==> src/rtl/vcr_pkg.sv <==
package vcr_pkg;
  typedef enum logic [1:0] {
    VC_IDLE   = 2'd0,
    VC_ROUTE  = 2'd1,
    VC_WAIT   = 2'd2,
    VC_ACTIVE = 2'd3
  } vc_state_e;

  localparam int PORT_W  = 3;
  localparam int TYPE_W  = 2;
  localparam int COORD_W = 4;

  localparam logic [PORT_W-1:0] PORT_LOCAL = 3'd0;
  localparam logic [PORT_W-1:0] PORT_NORTH = 3'd1;
  localparam logic [PORT_W-1:0] PORT_EAST  = 3'd2;
  localparam logic [PORT_W-1:0] PORT_SOUTH = 3'd3;
  localparam logic [PORT_W-1:0] PORT_WEST  = 3'd4;

  // type bit 0: opens a packet, bit 1: closes a packet
  function automatic logic [PORT_W-1:0] xy_route(
    input logic [COORD_W-1:0] dst_x, input logic [COORD_W-1:0] dst_y,
    input logic [COORD_W-1:0] here_x, input logic [COORD_W-1:0] here_y);
    if (dst_x > here_x)      return PORT_EAST;
    else if (dst_x < here_x) return PORT_WEST;
    else if (dst_y > here_y) return PORT_NORTH;
    else if (dst_y < here_y) return PORT_SOUTH;
    else                     return PORT_LOCAL;
  endfunction
endpackage

==> src/rtl/vcr_vc_fifo.sv <==
module vcr_vc_fifo #(
  parameter int DEPTH = 4,
  parameter int WIDTH = 18
) (
  input  logic             clk_i,
  input  logic             rst_ni,
  input  logic             push_i,
  input  logic [WIDTH-1:0] din_i,
  input  logic             pop_i,
  output logic [WIDTH-1:0] dout_o,
  output logic             empty_o,
  output logic             full_o
);
  localparam int AW = (DEPTH > 1) ? $clog2(DEPTH) : 1;
  localparam int CW = $clog2(DEPTH + 1);

  logic [WIDTH-1:0] mem [DEPTH];
  logic [AW-1:0]    rd_ptr, wr_ptr;
  logic [CW-1:0]    count;
  logic             do_push, do_pop;

  assign empty_o = (count == '0);
  assign full_o  = (count == CW'(DEPTH));
  assign do_push = push_i && !full_o;
  assign do_pop  = pop_i && !empty_o;
  assign dout_o  = mem[rd_ptr];

  always_ff @(posedge clk_i) begin
    if (do_push) mem[wr_ptr] <= din_i;
  end

  always_ff @(posedge clk_i or negedge rst_ni) begin
    if (!rst_ni) begin
      rd_ptr <= '0;
      wr_ptr <= '0;
      count  <= '0;
    end else begin
      if (do_push) wr_ptr <= (wr_ptr == AW'(DEPTH-1)) ? '0 : wr_ptr + 1'b1;
      if (do_pop)  rd_ptr <= (rd_ptr == AW'(DEPTH-1)) ? '0 : rd_ptr + 1'b1;
      if (do_push && !do_pop)      count <= count + 1'b1;
      else if (do_pop && !do_push) count <= count - 1'b1;
    end
  end
endmodule

==> src/rtl/vcr_vc_ctrl.sv <==
module vcr_vc_ctrl
  import vcr_pkg::*;
#(
  parameter int                 VC_W   = 1,
  parameter logic [COORD_W-1:0] HERE_X = 4'd2,
  parameter logic [COORD_W-1:0] HERE_Y = 4'd2
) (
  input  logic              clk_i,
  input  logic              rst_ni,
  input  logic              front_valid_i,
  input  logic [TYPE_W-1:0] front_type_i,
  input  logic [7:0]        front_dest_i,
  input  logic              va_gnt_i,
  input  logic [VC_W-1:0]   va_ovc_i,
  input  logic              sa_win_i,
  output logic              va_req_o,
  output logic              sa_req_o,
  output logic [PORT_W-1:0] port_o,
  output logic [VC_W-1:0]   ovc_o
);
  vc_state_e         state_q;
  logic [PORT_W-1:0] port_q;
  logic [VC_W-1:0]   ovc_q;

  assign va_req_o = (state_q == VC_WAIT);
  assign sa_req_o = (state_q == VC_ACTIVE) && front_valid_i;
  assign port_o   = port_q;
  assign ovc_o    = ovc_q;

  always_ff @(posedge clk_i or negedge rst_ni) begin
    if (!rst_ni) begin
      state_q <= VC_IDLE;
      port_q  <= PORT_LOCAL;
      ovc_q   <= '0;
    end else begin
      unique case (state_q)
        VC_IDLE:   if (front_valid_i && front_type_i[0]) state_q <= VC_ROUTE;
        VC_ROUTE: begin
          port_q  <= xy_route(front_dest_i[3:0], front_dest_i[7:4], HERE_X, HERE_Y);
          state_q <= VC_WAIT;
        end
        VC_WAIT: if (va_gnt_i) begin
          ovc_q   <= va_ovc_i;
          state_q <= VC_ACTIVE;
        end
        VC_ACTIVE: if (sa_win_i && front_type_i[1]) state_q <= VC_IDLE;
        default:   state_q <= VC_IDLE;
      endcase
    end
  end
endmodule

==> src/rtl/vcr_input_port.sv <==
module vcr_input_port
  import vcr_pkg::*;
#(
  parameter int                 NUM_VC     = 2,
  parameter int                 FIFO_DEPTH = 4,
  parameter int                 FLIT_W     = 16,
  parameter logic [COORD_W-1:0] HERE_X     = 4'd2,
  parameter logic [COORD_W-1:0] HERE_Y     = 4'd2,
  localparam int                VC_W       = (NUM_VC > 1) ? $clog2(NUM_VC) : 1
) (
  input  logic                     clk_i,
  input  logic                     rst_ni,
  input  logic                     flit_valid_i,
  input  logic [VC_W-1:0]          flit_vc_i,
  input  logic [TYPE_W-1:0]        flit_type_i,
  input  logic [FLIT_W-1:0]        flit_data_i,
  output logic                     credit_valid_o,
  output logic [VC_W-1:0]          credit_vc_o,
  output logic [NUM_VC-1:0]        va_req_o,
  input  logic [NUM_VC-1:0]        va_gnt_i,
  input  logic [VC_W-1:0]          va_ovc_i,
  output logic [NUM_VC-1:0]        sa_req_o,
  input  logic [NUM_VC-1:0]        sa_gnt_i,
  output logic [PORT_W*NUM_VC-1:0] req_port_o,
  output logic                     out_valid_o,
  output logic [PORT_W-1:0]        out_port_o,
  output logic [VC_W-1:0]          out_vc_o,
  output logic [TYPE_W-1:0]        out_type_o,
  output logic [FLIT_W-1:0]        out_data_o,
  output logic                     vc_free_o,
  output logic [PORT_W-1:0]        vc_free_port_o,
  output logic [VC_W-1:0]          vc_free_vc_o
);
  localparam int ENTRY_W = FLIT_W + TYPE_W;

  logic [ENTRY_W-1:0] front    [NUM_VC];
  logic [PORT_W-1:0]  port_all [NUM_VC];
  logic [VC_W-1:0]    ovc_all  [NUM_VC];
  logic [NUM_VC-1:0]  vc_empty, vc_full, sa_win;
  logic               sel_hit;
  logic [VC_W-1:0]    sel_idx;
  logic [ENTRY_W-1:0] sel_entry;

  assign sa_win = sa_gnt_i & sa_req_o;

  for (genvar v = 0; v < NUM_VC; v++) begin : g_vc
    logic push;
    assign push = flit_valid_i && (flit_vc_i == VC_W'(v));

    vcr_vc_fifo #(.DEPTH(FIFO_DEPTH), .WIDTH(ENTRY_W)) u_fifo (
      .clk_i   (clk_i),
      .rst_ni  (rst_ni),
      .push_i  (push),
      .din_i   ({flit_type_i, flit_data_i}),
      .pop_i   (sa_win[v]),
      .dout_o  (front[v]),
      .empty_o (vc_empty[v]),
      .full_o  (vc_full[v])
    );

    vcr_vc_ctrl #(.VC_W(VC_W), .HERE_X(HERE_X), .HERE_Y(HERE_Y)) u_ctrl (
      .clk_i         (clk_i),
      .rst_ni        (rst_ni),
      .front_valid_i (!vc_empty[v]),
      .front_type_i  (front[v][ENTRY_W-1 -: TYPE_W]),
      .front_dest_i  (front[v][7:0]),
      .va_gnt_i      (va_gnt_i[v]),
      .va_ovc_i      (va_ovc_i),
      .sa_win_i      (sa_win[v]),
      .va_req_o      (va_req_o[v]),
      .sa_req_o      (sa_req_o[v]),
      .port_o        (port_all[v]),
      .ovc_o         (ovc_all[v])
    );

    assign req_port_o[v*PORT_W +: PORT_W] = port_all[v];
  end

  always_comb begin
    sel_hit = 1'b0;
    sel_idx = '0;
    for (int v = 0; v < NUM_VC; v++) begin
      if (sa_win[v] && !sel_hit) begin
        sel_hit = 1'b1;
        sel_idx = VC_W'(v);
      end
    end
  end

  assign sel_entry = front[sel_idx];

  // switch traversal register
  always_ff @(posedge clk_i or negedge rst_ni) begin
    if (!rst_ni) begin
      out_valid_o    <= 1'b0;
      out_port_o     <= '0;
      out_vc_o       <= '0;
      out_type_o     <= '0;
      out_data_o     <= '0;
      credit_valid_o <= 1'b0;
      credit_vc_o    <= '0;
      vc_free_o      <= 1'b0;
    end else begin
      out_valid_o    <= sel_hit;
      credit_valid_o <= sel_hit;
      credit_vc_o    <= sel_idx;
      vc_free_o      <= sel_hit && sel_entry[ENTRY_W-1];
      if (sel_hit) begin
        out_port_o <= port_all[sel_idx];
        out_vc_o   <= ovc_all[sel_idx];
        out_type_o <= sel_entry[ENTRY_W-1 -: TYPE_W];
        out_data_o <= sel_entry[FLIT_W-1:0];
      end
    end
  end

  assign vc_free_port_o = out_port_o;
  assign vc_free_vc_o   = out_vc_o;
endmodule

==> config.mk <==
export PLATFORM = sky130hd
export DESIGN_NAME = vcr_input_port
export DESIGN_NICKNAME = d
export VERILOG_FILES = /design/src/rtl/vcr_pkg.sv /design/src/rtl/vcr_vc_fifo.sv /design/src/rtl/vcr_vc_ctrl.sv /design/src/rtl/vcr_input_port.sv
export SDC_FILE = /design/constraint.sdc
export NUM_CORES = 1
export LEC_CHECK = 0
export CORE_MARGIN = 1.5
export CORE_UTILIZATION = 60
export CTS_BUF_LIST = sky130_fd_sc_hd__clkbuf_8
export CTS_CLUSTER_DIAMETER = 200
export CTS_CLUSTER_SIZE = 20
export DETAILED_ROUTE_END_ITERATION = 10
export PLACE_DENSITY = 0.86
export SYNTH_ARGS = -nofsm -noshare
export SYNTH_HDL_FRONTEND = slang
export SYNTH_SLANG_ARGS = --single-unit
==> constraint.sdc <==
create_clock -name clk_i -period 3.3 [get_ports clk_i]
set_input_delay 0.99 -clock clk_i [delete_from_list [all_inputs] [get_ports clk_i]]
set_output_delay 0.99 -clock clk_i [all_outputs]
set_load 0.01 [all_outputs]
==> summary.txt <==
Global route
  – Number of global-route vias before repair: 4,527
  – Antenna violations before repair: 0
  – First-pass GRT wire length: 24,100 um
  – Largest net degree at the start of global routing: 46
  – GRT Overall Usage: 23.3%
  – Remaining global-route overflow: 0

Logic synthesis
  – Yosys reg bits: 195
  – Leading post-synthesis cells by cell area: edfxtp_1 (54%), dfrtp_1 (16%), mux4_2 (9.9%)
  – Sequential-to-total area share from yosys stat: 70.5%
  – Synth Area in Adders: 3.97%
  – Compound-gate portion of the synthesized area: 3.80%
  – Mux cell area share after synthesis: 14.2%
  – Simple-gate portion of the synthesized area: 4.29%
  – Synth Cell Area: 0.00794 mm^2
  – Cell variety after synth: 39
  – Syn_area_per_cell: 17.9 um^2
  – YS warnings: 0
  – Synth area leader: edfxtp_1
  – Cells after Synth: 443
  – Top cells by count, synth: edfxtp_1 (144), dfrtp_1 (51), mux4_2 (35)
  – EDFF count, synth: 144
  – Synth Area in XOR/XNOR: 0.662%
  – Synth Net Count: 494
  – Synth async-reset ratio: 26.2%
  – Synth top area share: 54.5%
  – Top-count cell post-synth: edfxtp_1
  – Largest family of logic cells by synthesized area: multiplexers
  – Main synth FF type: edfxtp_1

Routing
  – M1 wire length: 6070 um
  – Initial DRC count: 234
  – Final ANT Viol Nets: 0
  – Metal3 WL: 931 um
  – Met2 WL post-DR: 7720 um
  – DRC errors left: 0
  – Via count: 4,256
  – Vias per cell: 5.99
  – First-pass DRT Iterations: 5
  – Final wirelength: 15,000 um
  – Routed wire per std cell: 21.1 um
  – Max layer used: met4

CTS
  – Worst skew pair latency: 0.45 ns
  – Clk buf depth: 2
  – Root Buffer Master: clkbuf_8
  – # resized after CTS: 0
  – Clk slew on worst S/H paths: 0.09 ns
  – CTS tree: yes
  – Sink Count: 195
  – Setup Buffers After CTS: 0
  – H-Tree Level Count: 4
  – Total CTS buffers: 17
  – CTS Hold Buffers Added: 0

STA
  – Clock Skews: 0.0112 ns
  – Slew headroom: 51.8%
  – Fmax: 346 MHz
  – Period utilization: 87.5%
  – Final WS setup: 0.413 ns
  – Slew Limit Fails: 0
  – RSZ-0062 raised after global routing: no
  – Actual slew at the worst max-slew pin: 0.724 ns
  – Minimum clock period: 2.89 ns
  – Final setup TNS: 0 ns
  – Setup violators final: 0
  – Final hold viol count: 0

Floorplanning
  – CORE AREA: 0.0128 mm^2
  – Ports: 67
  – Die Wd: 118 um
  – Initial Util: 62.2%
  – Die Height: 118 um
  – Site row count: 41
  – Die area: 0.0139 mm^2

Layout
  – Fin util: 72.7%
  – Area grow syn2layout: 17.0%
  – Post-layout nets: 576
  – ANT cells: 0
  – Layout cells sized above 1: 18.6%

Worst setup path
  – Worst Setup End Kind: output port
  – Slowest stage delay, CP: 0.56 ns
  – Critical-path top delay cell: clkdlybuf4s50_1
  – Worst Path Required: 2.31 ns
  – Crit Path Class: reg2out
  – Critical Path Source Type: flip-flop
  – Max FO, Critical Path: 4
  – WP data arrival: 1.90 ns
  – Crit-path cells: ha_1 -> o31a_1 -> clkdlybuf4s50_1

Power
  – Switching share of power: 30.9%
  – Seq pwr share: 45.0%
  – NetSw: 2430 uW
  – Clock power share: 21.2%
  – Combinational fraction of design power: 33.8%
  – Int Power: 5440 uW
  – Total Power: 7860 uW
  – Power Dens Cells: 847 mW/mm^2
  – Pleak: 0.00345 uW
  – Maximum vdd drop: 0.466 mV

Status
  – Status: completed

Worst hold path
  – Min-Delay Path Class: reg2reg

Placement
  – HPWL after detailed placement: 9880 um
  – Port buffer count: 66
  – Final GP Congestion: 0.759
  – Pre-CTS setup slack: 0.376 ns

Flow run
  – Max Cap Viol: 0
==> layout make-up <==
class | instances | area, um^2
Tap cell | 172 | 215
Sequential cell | 195 | 5600
Clock buffer | 20 | 275
Inverter | 15 | 56.3
Multi-Input combinational cell | 209 | 2140
Timing Repair Buffer | 87 | 826
Fill cell | 760 | 3490
Clock inverter | 12 | 178
==> worst paths after layout <==
| kind | start | end | slack, ns | cells past startpoint |
|---|---|---|---|---|
| worst max-delay path | g_vc[1].u_ctrl.state_q[1]$_DFFE_PN0P_ | sa_req_o[1] | 0.41 | 3 |
| worst min-delay path | g_vc[0].u_ctrl.ovc_o$_DFFE_PN0P_ | out_vc_o$_DFFE_PN0N_ | 0.50 | 2 |
| worst max register to register | g_vc[1].u_fifo.rd_ptr[0]$_DFFE_PN0P_ | g_vc[1].u_ctrl.port_o[0]$_DFFE_PN0N_ | 1.03 | 5 |
| worst min register to register | g_vc[0].u_ctrl.ovc_o$_DFFE_PN0P_ | out_vc_o$_DFFE_PN0N_ | 0.50 | 2 |
| max in group asynchronous | rst_ni | out_data_o[0]$_DFFE_PN0N_ | 2.08 | 2 |
| min in group asynchronous | rst_ni | out_port_o[1]$_DFFE_PN0N_ | 0.56 | 1 |
==> power by group through the flow <==
stage	Clock, uW	Sequential, uW	Combinational (uW)
after floorplan	0	3510	1710
after global placement	0	3560	2530
final	1670	3540	2660
after CTS	1700	3550	2680
after detailed placement	0	3600	2660
after global routing	1780	3610	2880
==> cell usage in the layout, fill, tap and decap left out, types with 2 or more instances in the layout <==
cell and instances:
dfrtp_1 51, clkinv_4 4, nand2_1 32, a21oi_1 2, nor3_1 4, a21o_1 2
mux4_2 35, o21ai_0 26, bufinv_16 4, xnor2_1 2, mux2_2 5, clkinv_2 2
ha_1 22, buf_4 20, and2_1 8, xor2_1 4, clkbuf_8 20, nor4b_1 4
nor4_1 2, inv_1 16, nor2b_1 4, clkdlybuf4s50_1 65, o31a_1 2, o21a_1 2
nor2_1 9, o31ai_1 2, or4_1 2, fa_1 2, nand2_2 2, mux2i_1 23
o22ai_1 4, edfxtp_1 144, a2111oi_4 2
==> logic make-up after synthesis <==
logic type	Yosys count
flops	195
simple gates	69
mux	66
compound gates	44
buf+inv	39
fa+ha+maj	24
xor+xnor	6
==> worst max-delay path: cells and delay by family (launching register included) <==
kind | cells | cell delay [ns]
buf+inv | 1 | 0.56
flops | 1 | 0.42
compound gates | 1 | 0.24
fa+ha+maj | 1 | 0.23
==> registers in the layout, indices dropped and copies added, names as in the netlist <==
register             flops
credit_vc_o              1
g_vc.u_ctrl.ovc_o        2
g_vc.u_ctrl.port_o       6
g_vc.u_ctrl.state_q      4
g_vc.u_fifo.count        6
g_vc.u_fifo.mem        144
g_vc.u_fifo.rd_ptr       4
g_vc.u_fifo.wr_ptr       4
out_data_o              16
out_port_o               3
out_type_o               2
out_valid_o              1
out_vc_o                 1
vc_free_o                1
==> metal layers <==
metal / vias up / global-route usage [%]
met5: - / 0
met4: 0 / 9.22
met3: 29 / 4.36
met2: 177 / 38.9
met1: 2193 / 30.6
li1: 1857 / -
==> through the flow <==
stage | cell area [um^2] | cells | hold slack, ns
2_1_floorplan | 7940 | 443 | 0.444
3_5_place_dp | 8830 | 678 | 0.494
3_3_place_gp | 8830 | 678 | 0.476
6_report | 9290 | 710 | 0.501
5_1_grt | 9290 | 710 | 0.530
4_1_cts | 9290 | 710 | 0.515
No activity file was read; power rests on OpenSTA's default activity.
